[config.mk]
export PLATFORM = sky130hd
export DESIGN_NAME = vec_ldst_unit
export DESIGN_NICKNAME = d
export VERILOG_FILES = /design/src/rtl/vls_pkg.sv /design/src/rtl/vls_addr_gen.sv /design/src/rtl/vls_bank_track.sv /design/src/rtl/vls_ret_pipe.sv /design/src/rtl/vls_vreg.sv /design/src/rtl/vec_ldst_unit.sv
export SDC_FILE = /design/constraint.sdc
export NUM_CORES = 2
export LEC_CHECK = 0
export BUFFER_PORTS_ARGS = -buffer_cell sky130_fd_sc_hd__buf_2
export CORE_MARGIN = 4
export CORE_UTILIZATION = 45
export CTS_BUF_LIST = sky130_fd_sc_hd__clkbuf_8 sky130_fd_sc_hd__clkbuf_16
export CTS_CLUSTER_DIAMETER = 80
export CTS_CLUSTER_SIZE = 40
export DETAILED_ROUTE_END_ITERATION = 16
export PLACE_DENSITY = 0.66
export REMOVE_ABC_BUFFERS = 1
export SKIP_CTS_REPAIR_TIMING = 1
export SLEW_MARGIN = 10
export SYNTH_ARGS = -nofsm -noshare
export SYNTH_HDL_FRONTEND = slang
export SYNTH_HIERARCHICAL = 1
export SYNTH_SLANG_ARGS = --single-unit
export TNS_END_PERCENT = 50
[constraint.sdc]
create_clock -name clk -period 4.7 [get_ports clk]
set_input_delay 0.47 -clock clk [delete_from_list [all_inputs] [get_ports clk]]
set_output_delay 0.47 -clock clk [all_outputs]
set_load 0.01 [all_outputs]
[src/rtl/vls_pkg.sv]
package vls_pkg;

    typedef enum logic [1:0] {
        ST_IDLE   = 2'd0,
        ST_ISSUE  = 2'd1,
        ST_DRAIN  = 2'd2,
        ST_FINISH = 2'd3
    } vls_state_e;

endpackage

[src/rtl/vls_addr_gen.sv]
module vls_addr_gen #(
    parameter int ADDR_W   = 16,
    parameter int STRIDE_W = 16,
    parameter int LEN_W    = 7
) (
    input  logic                clk,
    input  logic                rst_n,
    input  logic                load,
    input  logic                advance,
    input  logic [ADDR_W-1:0]   base_in,
    input  logic [STRIDE_W-1:0] stride_in,
    input  logic [LEN_W-1:0]    len_in,
    output logic [ADDR_W-1:0]   addr,
    output logic [LEN_W-1:0]    elem_idx,
    output logic [LEN_W-1:0]    len_q,
    output logic                at_last
);
    localparam int SUM_W = (ADDR_W > STRIDE_W) ? ADDR_W : STRIDE_W;

    logic [STRIDE_W-1:0] stride_q;
    logic [SUM_W-1:0]    stride_ext;
    logic [SUM_W-1:0]    addr_ext;
    logic [ADDR_W-1:0]   addr_next;

    // sign-extend the stride, add, keep the low ADDR_W bits (wraps)
    assign stride_ext = SUM_W'($signed(stride_q));
    assign addr_ext   = SUM_W'(addr);
    assign addr_next  = ADDR_W'(addr_ext + stride_ext);
    assign at_last    = (elem_idx == len_q - LEN_W'(1));

    always_ff @(posedge clk or negedge rst_n) begin
        if (!rst_n) begin
            addr     <= '0;
            elem_idx <= '0;
            len_q    <= '0;
            stride_q <= '0;
        end else if (load) begin
            addr     <= base_in;
            elem_idx <= '0;
            len_q    <= len_in;
            stride_q <= stride_in;
        end else if (advance) begin
            addr     <= addr_next;
            elem_idx <= elem_idx + LEN_W'(1);
        end
    end

    // the element counter never runs past the captured length
    a_r10_idx_bound: assert property (@(posedge clk) disable iff (!rst_n)
        elem_idx <= len_q)
        else $error("element index beyond length");

endmodule

[src/rtl/vls_bank_track.sv]
module vls_bank_track #(
    parameter int NB       = 8,
    parameter int BUSY_CYC = 2
) (
    input  logic          clk,
    input  logic          rst_n,
    input  logic [NB-1:0] issue_en,
    output logic [NB-1:0] busy_vec
);
    localparam int CNT_W = (BUSY_CYC > 1) ? $clog2(BUSY_CYC) : 1;

    for (genvar gb = 0; gb < NB; gb++) begin : g_bank
        logic [CNT_W-1:0] cnt;

        always_ff @(posedge clk or negedge rst_n) begin
            if (!rst_n) begin
                cnt <= '0;
            end else if (issue_en[gb]) begin
                cnt <= CNT_W'(BUSY_CYC - 1);
            end else if (cnt != '0) begin
                cnt <= cnt - CNT_W'(1);
            end
        end

        assign busy_vec[gb] = (cnt != '0);

        if (BUSY_CYC > 1) begin : g_chk
            // a bank is never accessed on two consecutive cycles
            a_r6_no_back_to_back: assert property (@(posedge clk) disable iff (!rst_n)
                issue_en[gb] |=> !issue_en[gb])
                else $error("bank %0d accessed while busy", gb);
        end
    end

endmodule

[src/rtl/vls_ret_pipe.sv]
module vls_ret_pipe #(
    parameter int LAT    = 4,
    parameter int IDX_W  = 6,
    parameter int BANK_W = 3
) (
    input  logic              clk,
    input  logic              rst_n,
    input  logic              push,
    input  logic [IDX_W-1:0]  push_idx,
    input  logic [BANK_W-1:0] push_bank,
    output logic              ret_valid,
    output logic [IDX_W-1:0]  ret_idx,
    output logic [BANK_W-1:0] ret_bank
);
    logic [LAT-1:0]    vld;
    logic [IDX_W-1:0]  idx_q  [LAT];
    logic [BANK_W-1:0] bank_q [LAT];

    always_ff @(posedge clk or negedge rst_n) begin
        if (!rst_n) begin
            vld <= '0;
        end else begin
            vld[0] <= push;
            for (int s = 1; s < LAT; s++) begin
                vld[s] <= vld[s-1];
            end
        end
    end

    always_ff @(posedge clk) begin
        idx_q[0]  <= push_idx;
        bank_q[0] <= push_bank;
        for (int s = 1; s < LAT; s++) begin
            idx_q[s]  <= idx_q[s-1];
            bank_q[s] <= bank_q[s-1];
        end
    end

    assign ret_valid = vld[LAT-1];
    assign ret_idx   = idx_q[LAT-1];
    assign ret_bank  = bank_q[LAT-1];

    // back-to-back returns belong to consecutive elements
    a_r5_in_order: assert property (@(posedge clk) disable iff (!rst_n)
        (ret_valid && $past(ret_valid)) |-> (ret_idx == IDX_W'($past(ret_idx) + 1'b1)))
        else $error("load data returned out of element order");

endmodule

[src/rtl/vls_vreg.sv]
module vls_vreg #(
    parameter int DEPTH  = 64,
    parameter int DATA_W = 32,
    parameter int IDX_W  = 6
) (
    input  logic              clk,
    input  logic              wa_en,
    input  logic [IDX_W-1:0]  wa_idx,
    input  logic [DATA_W-1:0] wa_data,
    input  logic              wb_en,
    input  logic [IDX_W-1:0]  wb_idx,
    input  logic [DATA_W-1:0] wb_data,
    input  logic [IDX_W-1:0]  ra_idx,
    output logic [DATA_W-1:0] ra_data,
    input  logic [IDX_W-1:0]  rb_idx,
    output logic [DATA_W-1:0] rb_data
);
    logic [DATA_W-1:0] elems [DEPTH];

    always_ff @(posedge clk) begin
        if (wa_en) begin
            elems[wa_idx] <= wa_data;
        end else if (wb_en) begin
            elems[wb_idx] <= wb_data;
        end
    end

    assign ra_data = elems[ra_idx];
    assign rb_data = elems[rb_idx];

endmodule

[src/rtl/vec_ldst_unit.sv]
module vec_ldst_unit #(
    parameter int NUM_BANKS = 8,
    parameter int ADDR_W    = 16,
    parameter int DATA_W    = 32,
    parameter int STRIDE_W  = 16,
    parameter int MAX_VL    = 64,
    parameter int LATENCY   = 4,
    parameter int BANK_BUSY = 2,
    localparam int BANK_W   = $clog2(NUM_BANKS),
    localparam int BAW      = ADDR_W - BANK_W,
    localparam int LEN_W    = $clog2(MAX_VL + 1),
    localparam int IDX_W    = $clog2(MAX_VL)
) (
    input  logic                     clk,
    input  logic                     rst_n,
    input  logic                     start,
    input  logic                     is_store,
    input  logic [ADDR_W-1:0]        base_addr,
    input  logic [STRIDE_W-1:0]      stride,
    input  logic [LEN_W-1:0]         vec_len,
    output logic                     busy,
    output logic                     done,
    output logic [NUM_BANKS-1:0]     bank_en,
    output logic                     bank_we,
    output logic [NUM_BANKS*BAW-1:0] bank_addr,
    output logic [DATA_W-1:0]        bank_wdata,
    input  logic [NUM_BANKS*DATA_W-1:0] bank_rdata,
    input  logic                     host_we,
    input  logic [IDX_W-1:0]         host_idx,
    input  logic [DATA_W-1:0]        host_wdata,
    output logic [DATA_W-1:0]        host_rdata
);
    import vls_pkg::*;

    vls_state_e state, state_nx;
    logic op_store;

    logic [LEN_W-1:0]     len_clamped;
    logic                 accept;
    logic [ADDR_W-1:0]    cur_addr;
    logic [LEN_W-1:0]     elem_idx;
    logic [LEN_W-1:0]     len_q;
    logic                 at_last;
    logic [BANK_W-1:0]    cur_bank;
    logic [NUM_BANKS-1:0] busy_vec;
    logic                 stall;
    logic                 issue;
    logic                 ret_valid;
    logic [IDX_W-1:0]     ret_idx;
    logic [BANK_W-1:0]    ret_bank;
    logic                 ret_last;
    logic [DATA_W-1:0]    ret_data;
    logic [DATA_W-1:0]    store_data;

    assign len_clamped = (vec_len > LEN_W'(MAX_VL)) ? LEN_W'(MAX_VL) : vec_len;
    assign accept      = (state == ST_IDLE) && start;
    assign cur_bank    = cur_addr[BANK_W-1:0];
    assign stall       = busy_vec[cur_bank];
    assign issue       = (state == ST_ISSUE) && !stall;
    assign ret_last    = (LEN_W'(ret_idx) == len_q - LEN_W'(1));
    assign ret_data    = bank_rdata[ret_bank*DATA_W +: DATA_W];

    vls_addr_gen #(
        .ADDR_W   (ADDR_W),
        .STRIDE_W (STRIDE_W),
        .LEN_W    (LEN_W)
    ) u_agen (
        .clk       (clk),
        .rst_n     (rst_n),
        .load      (accept),
        .advance   (issue),
        .base_in   (base_addr),
        .stride_in (stride),
        .len_in    (len_clamped),
        .addr      (cur_addr),
        .elem_idx  (elem_idx),
        .len_q     (len_q),
        .at_last   (at_last)
    );

    vls_bank_track #(
        .NB       (NUM_BANKS),
        .BUSY_CYC (BANK_BUSY)
    ) u_btrack (
        .clk      (clk),
        .rst_n    (rst_n),
        .issue_en (bank_en),
        .busy_vec (busy_vec)
    );

    vls_ret_pipe #(
        .LAT    (LATENCY),
        .IDX_W  (IDX_W),
        .BANK_W (BANK_W)
    ) u_rpipe (
        .clk       (clk),
        .rst_n     (rst_n),
        .push      (issue && !op_store),
        .push_idx  (IDX_W'(elem_idx)),
        .push_bank (cur_bank),
        .ret_valid (ret_valid),
        .ret_idx   (ret_idx),
        .ret_bank  (ret_bank)
    );

    vls_vreg #(
        .DEPTH  (MAX_VL),
        .DATA_W (DATA_W),
        .IDX_W  (IDX_W)
    ) u_vreg (
        .clk     (clk),
        .wa_en   (ret_valid),
        .wa_idx  (ret_idx),
        .wa_data (ret_data),
        .wb_en   (host_we && (state == ST_IDLE)),
        .wb_idx  (host_idx),
        .wb_data (host_wdata),
        .ra_idx  (IDX_W'(elem_idx)),
        .ra_data (store_data),
        .rb_idx  (host_idx),
        .rb_data (host_rdata)
    );

    // state register
    always_ff @(posedge clk or negedge rst_n) begin
        if (!rst_n) begin
            state    <= ST_IDLE;
            op_store <= 1'b0;
        end else begin
            state <= state_nx;
            if (accept) begin
                op_store <= is_store;
            end
        end
    end

    // transitions
    always_comb begin
        state_nx = state;
        unique case (state)
            ST_IDLE: begin
                if (accept) begin
                    state_nx = (len_clamped == '0) ? ST_FINISH : ST_ISSUE;
                end
            end
            ST_ISSUE: begin
                if (issue && at_last) begin
                    state_nx = op_store ? ST_FINISH : ST_DRAIN;
                end
            end
            ST_DRAIN: begin
                if (ret_valid && ret_last) begin
                    state_nx = ST_FINISH;
                end
            end
            ST_FINISH: begin
                state_nx = ST_IDLE;
            end
            default: state_nx = ST_IDLE;
        endcase
    end

    // outputs
    always_comb begin
        busy    = (state != ST_IDLE);
        done    = (state == ST_FINISH);
        bank_we = issue && op_store;
        bank_en = '0;
        if (issue) begin
            bank_en[cur_bank] = 1'b1;
        end
    end

    assign bank_wdata = store_data;

    for (genvar gb = 0; gb < NUM_BANKS; gb++) begin : g_baddr
        assign bank_addr[gb*BAW +: BAW] =
            bank_en[gb] ? cur_addr[ADDR_W-1:BANK_W] : '0;
    end

    // one bank per cycle at most
    a_r3_one_bank: assert property (@(posedge clk) disable iff (!rst_n)
        $onehot0(bank_en))
        else $error("more than one bank enabled");

    // completion is a single-cycle pulse
    a_r8_done_pulse: assert property (@(posedge clk) disable iff (!rst_n)
        done |=> !done)
        else $error("done held for more than one cycle");

endmodule

==> metrics.md <==
| Metric | Value |
|---|---|
| Status | `complete, but fails checks` |
| Failing checks | `setup timing` |
| Stages on the worst setup path | `7` |
| TritonCTS buffer count | `102` |
| Drt first pass iters | `5` |
| Reg2reg path depth | `8` |
| Worst Tran Pin Value | `1.28 ns` |
| Worst path slowest cell | `dfrtp_4` |
| RSZ-0062 raised after global routing | `true` |
| Crit-path max cell delay | `0.79 ns` |
| Top delay family on crit path | `compound AO/OA/AOI/OAI gates` |
| HPWL Detailed | `198 mm` |
| Num rows | `173` |
| Post-route cell area | `114,000 um2` |
| Pre-CTS setup slack | `0.590 ns` |
| DR vias/cell | `slightly below 7` |
| Count of cell types in the netlist | `69` |
| Starting Density | `0.453` |
| EDFF count, synth | `between 2,000 and 2,500` |
| Root Driver | `clkbuf_16` |
| Sequential area share after synthesis | `0.631` |
| Antenna-violating nets left | `0` |
| Highest Clock Rate | `210 MHz` |
| Share of post-route cells with drive strength above 1 | `0.400` |
| Clock Latency Late Sink | `approximately 0.84 ns` |
| Crit end category | `output pin` |
| Maximum vdd drop | `0.473 mV` |
| Synthesized flop and latch total | `2,145` |
| Slew Viols, Final | `0` |
| Max Cap Viol | `0` |
| CTS sink count | `roughly 2,100` |
| IO Port Bufs | `516` |
| Syn-to-layout area delta | `12.7%` |
| First-pass GRT wire length | `about 450 mm` |
| Ys flop type | `edfxtp_1` |
| Initial antenna violation count | `10` |
| Min-delay src | `base_addr[7]` |
| Vias in the first global route | `61,700` |
| Placed inst area | `109,000 um2` |
| TritonCTS clock tree | `done` |
| Routed len/inst | `36.3 um` |
| Hold depth | `3` |
| Most used cell, CP | `a221oi_1` |
| # DRC | `0` |
| Total GRT Usage | `0.274` |
| Die Span X | `around 480 um` |
| Die Y | `482 um` |
| Worst path bufs/invs | `3` |
| Critical Path Start Type | `flip-flop` |
| Crit path time final | `around 4.8 ns` |
| Max transition margin | `0.145` |
| Hold crit path type | `in2reg` |
| Die area | `232,000 um2` |
| Clk buf depth | `3` |
| Critical-path cell list | `buf_12, buf_16, mux4_2, a22o_1, a221oi_1, a221oi_1, buf_2` |
| Final WL | `322 mm` |
| Async S/R FF share, synth | `0.0284` |
| PwrDens | `about 540 nW/um2` |
| Gate Count Post-Synth | `5,245` |
| Placed Instances | `8,640` |
| H-tree lvl count | `3` |
| Worst EP arrival | `4.30 ns` |
| Synth Cell Area | `101,000 um2` |
| Tcrit/Tclk final | `1.01` |
| WS Path Type | `reg2out` |
| Hold Violations, Final | `0` |
| Setup ws final | `-0.0659 ns` |
| Crit Path Max Fanout | `79` |
| Required time worst endpoint | `4.23 ns` |
| Fillers | `about 18,000` |
| Max Clock Skew | `0.0743 ns` |
| YS warnings | `6` |
| Core area | `223,000 um2` |
| 1st-iter DRT viols | `8,142` |
| Total number of vias | `roughly 60,000` |
| I/O pins | `517` |
| Post-Layout Cell Count | `~8,900` |
| GP Congestion | `0.867` |
| Endpoints failing setup | `2` |
| CP startpoint | `u_agen/elem_idx[1]` |
| Largest net degree at the start of global routing | `80` |
| R2R Path Start | `state[0]` |
| Clock-pin slew on the worst setup and hold paths | `0.12 ns` |
| GRT overflow | `0` |
| Final #Nets | `6,167` |
| Leak | `36.2 nW` |
| Mean Syn Cell Area | `19.3 um2` |
metrics by stage:
| step | power [mW] | utilization | TNS (ns) | hold WS (ns) |
|---|---|---|---|---|
| 6_report | 61.3 | 0.511 | -0.0768 | 0.0242 |
| 2_1_floorplan | 39.8 | - | -961.29 | 0.174 |
| 3_5_place_dp | 49.5 | 0.490 | 0 | 0.312 |
| 3_3_place_gp | 49.0 | 0.490 | 0 | 0.310 |
| 5_1_grt | 63.8 | 0.511 | -0.100 | 0.00698 |
| 4_1_cts | 61.5 | 0.509 | -0.644 | -0.353 |
cell type report:
class                      instances  area [um2]  share of cell area
sequential                      2145       63800               0.560
multi-input combinational       2661       35700               0.313
timing repair buffer             878        6390              0.0561
tap                             2975        3720              0.0327
clock buffer                     103        2580              0.0226
clock inverter                    91        1630              0.0143
inverter                          17        63.8            0.000561
antenna                            3        7.51           0.0000660
report_power, final:
group | switching, mW | total (mW) | internal, mW
Clock | 7.41 | 12.2 | 4.82
Sequential | 0.925 | 27.6 | 26.7
Combinational | 13.3 | 21.5 | 8.18
Total | 21.6 | 61.3 | 39.7
cells by family (layout without fill, tap and decap cells):
| logic type | after synthesis | after routing | share of synthesized area |
|---|---|---|---|
| muxes | 1257 | 1257 | 0.260 |
| other | 0 | 3 | 0 |
| adders and majority gates | 24 | 24 | 0.00305 |
| xor gates and xnor gates | 26 | 26 | 0.00225 |
| buffers and inverters | 439 | 1089 | 0.0226 |
| and+or+nand+nor | 676 | 676 | 0.0336 |
| DFF | 2145 | 2145 | 0.631 |
| AOI/OAI and AO/OA | 678 | 678 | 0.0471 |
flip-flops by register name, indices dropped and copies added, names as in the netlist, 2 cells and up:
register / cells
state: 2
u_agen/addr: 16
u_agen/elem_idx: 7
u_agen/len_q: 7
u_agen/stride_ext: 16
u_btrack/g_bank.cnt: 8
u_rpipe/bank_q: 12
u_rpipe/idx_q: 24
u_rpipe/vld: 4
u_vreg/elems: 2048
cell usage after synthesis (all sizes together), types with 67 or more instances:
cell / n / area [um2]
mux2: 87 / 980
nor3: 67 / 335
mux2i: 84 / 841
clkbuf: 173 / 649
nand2: 180 / 678
edfxtp: 2048 / 61500
mux4: 1086 / 24500
and2: 112 / 701
a21oi: 95 / 475
buf: 249 / 1570
nor2: 127 / 477
o22ai: 209 / 1310
placed cells by master (no fill, tap or decap), drive strengths merged, types with 52 or more instances in the layout:
cell,instances
a21oi,95
a221oi,52
a22o,57
and2,112
buf,845
clkbuf,103
dfrtp,61
edfxtp,2048
inv,70
mux2,87
mux2i,84
mux4,1086
nand2,180
nor2,127
nor3,67
o22ai,209
metal layers:
layer | up-vias | global-route usage | wire length, um
li1 | 23700 | - | -
met1 | 32200 | 0.373 | 115000
met2 | 4157 | 0.428 | 151000
met3 | 631 | 0.0606 | 38500
met4 | 0 | 0.123 | 17400
met5 | - | 0 | 0
worst reg2reg max path, delay by kind of cell, from the launching register on:
family	cells	cell delay, ns
buf+inv	2	0.90
mux	1	0.41
fa+ha+maj	1	0.21
simple gates	4	1.27
flops	1	0.42
path summary, 6_finish.rpt:
path / to / slack, ns
worst max-delay path: bank_wdata[29] / -0.07
worst min-delay path: u_agen/addr[7] / 0.02
worst max register to register: u_vreg/elems[39][18] / 1.07
worst min register to register: u_rpipe/idx_q[1][4] / 0.31
max in group asynchronous: u_agen/stride_ext[7] / 3.47
min in group asynchronous: u_rpipe/vld[0] / 0.23
Power figures use the tool's default switching activity.
